[src/rtl/rank_order_pkg.sv]
package rank_order_pkg;
  // New rank of one way when a way whose rank was hit_rank is accessed.
  function automatic int aged_rank(int cur, int hit_rank, bit is_target);
    if (is_target) return 0;
    else if (cur < hit_rank) return cur + 1;
    else return cur;
  endfunction
endpackage

[src/rtl/rank_shift_unit.sv]
module rank_shift_unit
  import rank_order_pkg::*;
#(
  parameter int WAYS   = 8,
  parameter int RANK_W = $clog2(WAYS)
) (
  input  logic [WAYS*RANK_W-1:0] cur_ranks,
  input  logic [RANK_W-1:0]      hit_way,
  output logic [RANK_W-1:0]      hit_rank,
  output logic [WAYS*RANK_W-1:0] next_ranks
);
  assign hit_rank = cur_ranks[hit_way*RANK_W +: RANK_W];

  for (genvar w = 0; w < WAYS; w++) begin : g_way
    assign next_ranks[w*RANK_W +: RANK_W] =
      RANK_W'(aged_rank(int'(cur_ranks[w*RANK_W +: RANK_W]), int'(hit_rank),
                        hit_way == RANK_W'(w)));
  end
endmodule

[src/rtl/victim_finder.sv]
module victim_finder #(
  parameter int WAYS   = 8,
  parameter int RANK_W = $clog2(WAYS)
) (
  input  logic [WAYS*RANK_W-1:0] ranks,
  output logic [RANK_W-1:0]      victim
);
  always_comb begin
    victim = '0;
    for (int w = 0; w < WAYS; w++) begin
      if (ranks[w*RANK_W +: RANK_W] == RANK_W'(WAYS - 1)) victim = RANK_W'(w);
    end
  end
endmodule

[src/rtl/recency_rank_keeper.sv]
module recency_rank_keeper #(
  parameter int NUM_SETS = 16,
  parameter int WAYS     = 8,
  localparam int RANK_W  = $clog2(WAYS),
  localparam int SET_W   = (NUM_SETS > 1) ? $clog2(NUM_SETS) : 1
) (
  input  logic                   clk,
  input  logic                   rst_n,
  input  logic                   touch_valid,
  input  logic [SET_W-1:0]       touch_set,
  input  logic [RANK_W-1:0]      touch_way,
  input  logic [SET_W-1:0]       query_set,
  output logic [RANK_W-1:0]      victim_way,
  output logic [WAYS*RANK_W-1:0] query_ranks
);
  localparam int SLICE = WAYS * RANK_W;

  logic [SLICE-1:0]          set_ranks_q [NUM_SETS];
  logic [SLICE-1:0]          touch_cur_w;
  logic [SLICE-1:0]          touch_next_w;
  logic [RANK_W-1:0]         touch_hit_rank;
  logic                      touch_is_mru;
  logic [NUM_SETS*SLICE-1:0] all_ranks_w;

  assign touch_cur_w  = set_ranks_q[touch_set];
  assign touch_is_mru = (touch_hit_rank == '0);

  rank_shift_unit #(.WAYS(WAYS), .RANK_W(RANK_W)) u_shift (
    .cur_ranks (touch_cur_w),
    .hit_way   (touch_way),
    .hit_rank  (touch_hit_rank),
    .next_ranks(touch_next_w)
  );

  always_ff @(posedge clk or negedge rst_n) begin
    if (!rst_n) begin
      for (int s = 0; s < NUM_SETS; s++)
        for (int w = 0; w < WAYS; w++)
          set_ranks_q[s][w*RANK_W +: RANK_W] <= RANK_W'(w);
    end else if (touch_valid) begin
      set_ranks_q[touch_set] <= touch_next_w;
    end
  end

  for (genvar s = 0; s < NUM_SETS; s++) begin : g_flat
    assign all_ranks_w[s*SLICE +: SLICE] = set_ranks_q[s];
  end

  assign query_ranks = set_ranks_q[query_set];

  victim_finder #(.WAYS(WAYS), .RANK_W(RANK_W)) u_victim (
    .ranks (query_ranks),
    .victim(victim_way)
  );
endmodule

[config.mk]
export PLATFORM = sky130hd
export DESIGN_NAME = recency_rank_keeper
export DESIGN_NICKNAME = d
export VERILOG_FILES = /design/src/rtl/rank_order_pkg.sv /design/src/rtl/rank_shift_unit.sv /design/src/rtl/victim_finder.sv /design/src/rtl/recency_rank_keeper.sv
export SDC_FILE = /design/constraint.sdc
export NUM_CORES = 1
export LEC_CHECK = 0
export ABC_AREA = 1
export BUFFER_PORTS_ARGS = -buffer_cell sky130_fd_sc_hd__buf_2
export CAP_MARGIN = 20
export CORE_UTILIZATION = 42
export CTS_CLUSTER_DIAMETER = 150
export DETAILED_ROUTE_END_ITERATION = 12
export PLACE_DENSITY = 0.55
export SKIP_CTS_REPAIR_TIMING = 1
export SLEW_MARGIN = 20
export SYNTH_ARGS = -nofsm -noshare
export SYNTH_HDL_FRONTEND = slang
export SYNTH_HIERARCHICAL = 1
export SYNTH_SLANG_ARGS = --single-unit
[constraint.sdc]
create_clock -name clk -period 4.6 [get_ports clk]
set_input_delay 0.23 -clock clk [delete_from_list [all_inputs] [get_ports clk]]
set_output_delay 0.23 -clock clk [all_outputs]
set_load 0.005 [all_outputs]
==> summary.md <==
| Metric | Value |
|---|---|
| Via count | `24000` |
| First-pass GRT wire length | `140000 um` |
| Total grt overflow | `0` |
| Finished Cell Area | `27500 sq um` |
| Slowest Stage Delay on Critical Path | `0.61 ns` |
| # diodes | `0` |
| Vias per Instance | `approximately 5.2` |
| 1st-iter DRT viols | `2069` |
| Crit-path max FO | `9` |
| Horiz. Die Dim | `between 200 and 250 um` |
| Final setup fails | `0` |
| Clock Sinks | `384` |
| Area of the multi-input gates | `12100 sq um` |
| Final hold vios | `0` |
| Clk slew on worst S/H paths | `0.06 ns` |
| Largest net degree at the start of global routing | `131` |
| Detailed placement HPWL | `roughly 54000 um` |
| Highest-count cells in the layout ignoring fill and taps | `nand2_1 (1894), inv_1 (452), o21ai_0 (415)` |
| Leakage | `14.1 nW` |
| Syn Area/Cell | `6.35 sq um` |
| H-Tree Depth | `2` |
| Worst setup EP type | `register` |
| Root Driver | `clkbuf_16` |
| Worst slew pin tran | `1.05 ns` |
| WL final | `90900 um` |
| DRC viols | `0` |
| Clk Latency, worst-skew pair | `roughly 0.61 ns` |
| YS warnings | `6` |
| Post-synthesis cell count | `3903` |
| WP buf/inv | `4` |
| Initial Util | `42.7%` |
| Synthesized area | `between 20000 and 25000 sq um` |
| CTS Buffer Depth | `3` |
| Nets | `3862` |
| Worst Hold Class | `in2async` |
| Core area | `58000 sq um` |
| Die Area | `between 50000 and 60000 sq um` |
| Fmax | `239 MHz` |
| WL/cell | `19.6 um` |
| Status | `finished clean` |
| I/O pins | `~40` |
| Initial antenna violation count | `1` |
| Vias in the first global route | `22500` |
| Cell family contributing the most delay on the critical path | `simple AND/OR/NAND/NOR gates` |
| RePlAce Congestion | `0.847` |
| Slew Viols, Final | `0` |
| Fillers | `6024` |
| RSZ-0062 raised after global routing | `false` |
| Drt pass-1 iters | `5` |
| Worst path cell trace | `nand2_1, nand2_1, nand2_1, nand2_1, nand2_1, nand2_1, inv_1, nand2_1, inv_1, o22ai_1, a221oi_1, o21a_1, buf_4, ha_1, a21oi_1, nand2_2, nand2_1, nand2_1, nor2_1, inv_1, o21ai_0` |
| Max Cap Viol | `0` |
| Cell row count | `88` |
| CP arrival | `4.65 ns` |
| Layout area overhead | `10.9%` |
| PwrDens | `641 nW/um^2` |
| Commonest non-fill, non-tap cell in the layout | `nand2_1` |
| Die Y | `245 um` |
| Gr usage total | `30.8%` |
| Most repeated library cell on the critical path | `nand2_1` |
| Max rail drop VDD | `a little over 0.4 mV` |
| Setup TNS | `0 ns` |
| CP required | `5.08 ns` |
| I/O Buffers | `40` |
| CTS tree | `done` |
| Share of the clock period used by the worst path | `between 90% and 100%` |
| Routed Antenna Nets | `0` |
| Layout Skew | `0.0290 ns` |
| Reg area | `9850 sq um` |
| Max reg flops | `384` |
| Clock period minus worst slack | `4.18 ns` |
| Critical-path top delay cell | `nor2_1` |
| TritonCTS buffer count | `48` |
| Crit Path Class | `reg2reg` |
| CP startpoint kind | `register` |
| Layout cells sized above 1 | `12.2%` |
| Placed instance area | `between 20000 and 30000 sq um` |
| Post-synthesis net count | `3941` |
| Max_slew headroom | `between 20% and 30%` |
path summary, 6_finish.rpt:
kind,startpoint,slack (ns),cells past startpoint,to
max,all_ranks_w[95],0.42,21,all_ranks_w[269]
min,rst_n,0.24,2,all_ranks_w[294]
max reg2reg,all_ranks_w[95],0.42,21,all_ranks_w[269]
min reg2reg,all_ranks_w[19],0.50,2,all_ranks_w[19]
max in group asynchronous,rst_n,3.21,3,all_ranks_w[186]
min in group clk,touch_set[2],0.37,5,all_ranks_w[327]
per-stage QoR:
stage | instances | hold WS [ns] | utilization (%) | power, mW | setup slack (ns)
3_5_place_dp | 4537 | 0.299 | 44.4 | 13.5 | 0.0791
2_1_floorplan | 3903 | -0.0656 | - | 11.2 | 1.34
4_1_cts | 4627 | -0.340 | 47.3 | 17.6 | 0.539
3_3_place_gp | 4537 | 0.299 | 44.4 | 13.5 | 0.172
5_1_grt | 4629 | 0.303 | 47.3 | 19.1 | 0.0711
6_report | 4629 | 0.244 | 47.3 | 17.6 | 0.423
layout make-up:
class / count / share of cell area [%]
Clock buffer: 81 / 5.59
Clock inverter: 9 / 0.478
Inverter: 464 / 6.42
Multi-Input combinational cell: 2799 / 43.9
Sequential cell: 384 / 35.9
Tap cell: 765 / 3.48
Timing Repair Buffer: 127 / 4.27
per-layer routing:
metal,global-route usage [%],wire [um],vias up
met5,0,0,-
met4,10.9,3130,0
met3,4.33,6600,164
met2,48.9,40600,841
met1,42.6,40500,11200
li1,-,-,11800
power by group:
| part | switching, mW | internal (mW) | total, mW |
|---|---|---|---|
| clock | 1.58 | 2.43 | 4.01 |
| combinational | 4.72 | 2.28 | 7.00 |
| sequential | 1.06 | 5.53 | 6.59 |
| total | 7.36 | 10.2 | 17.6 |
No activity file was read; power rests on OpenSTA's default activity.
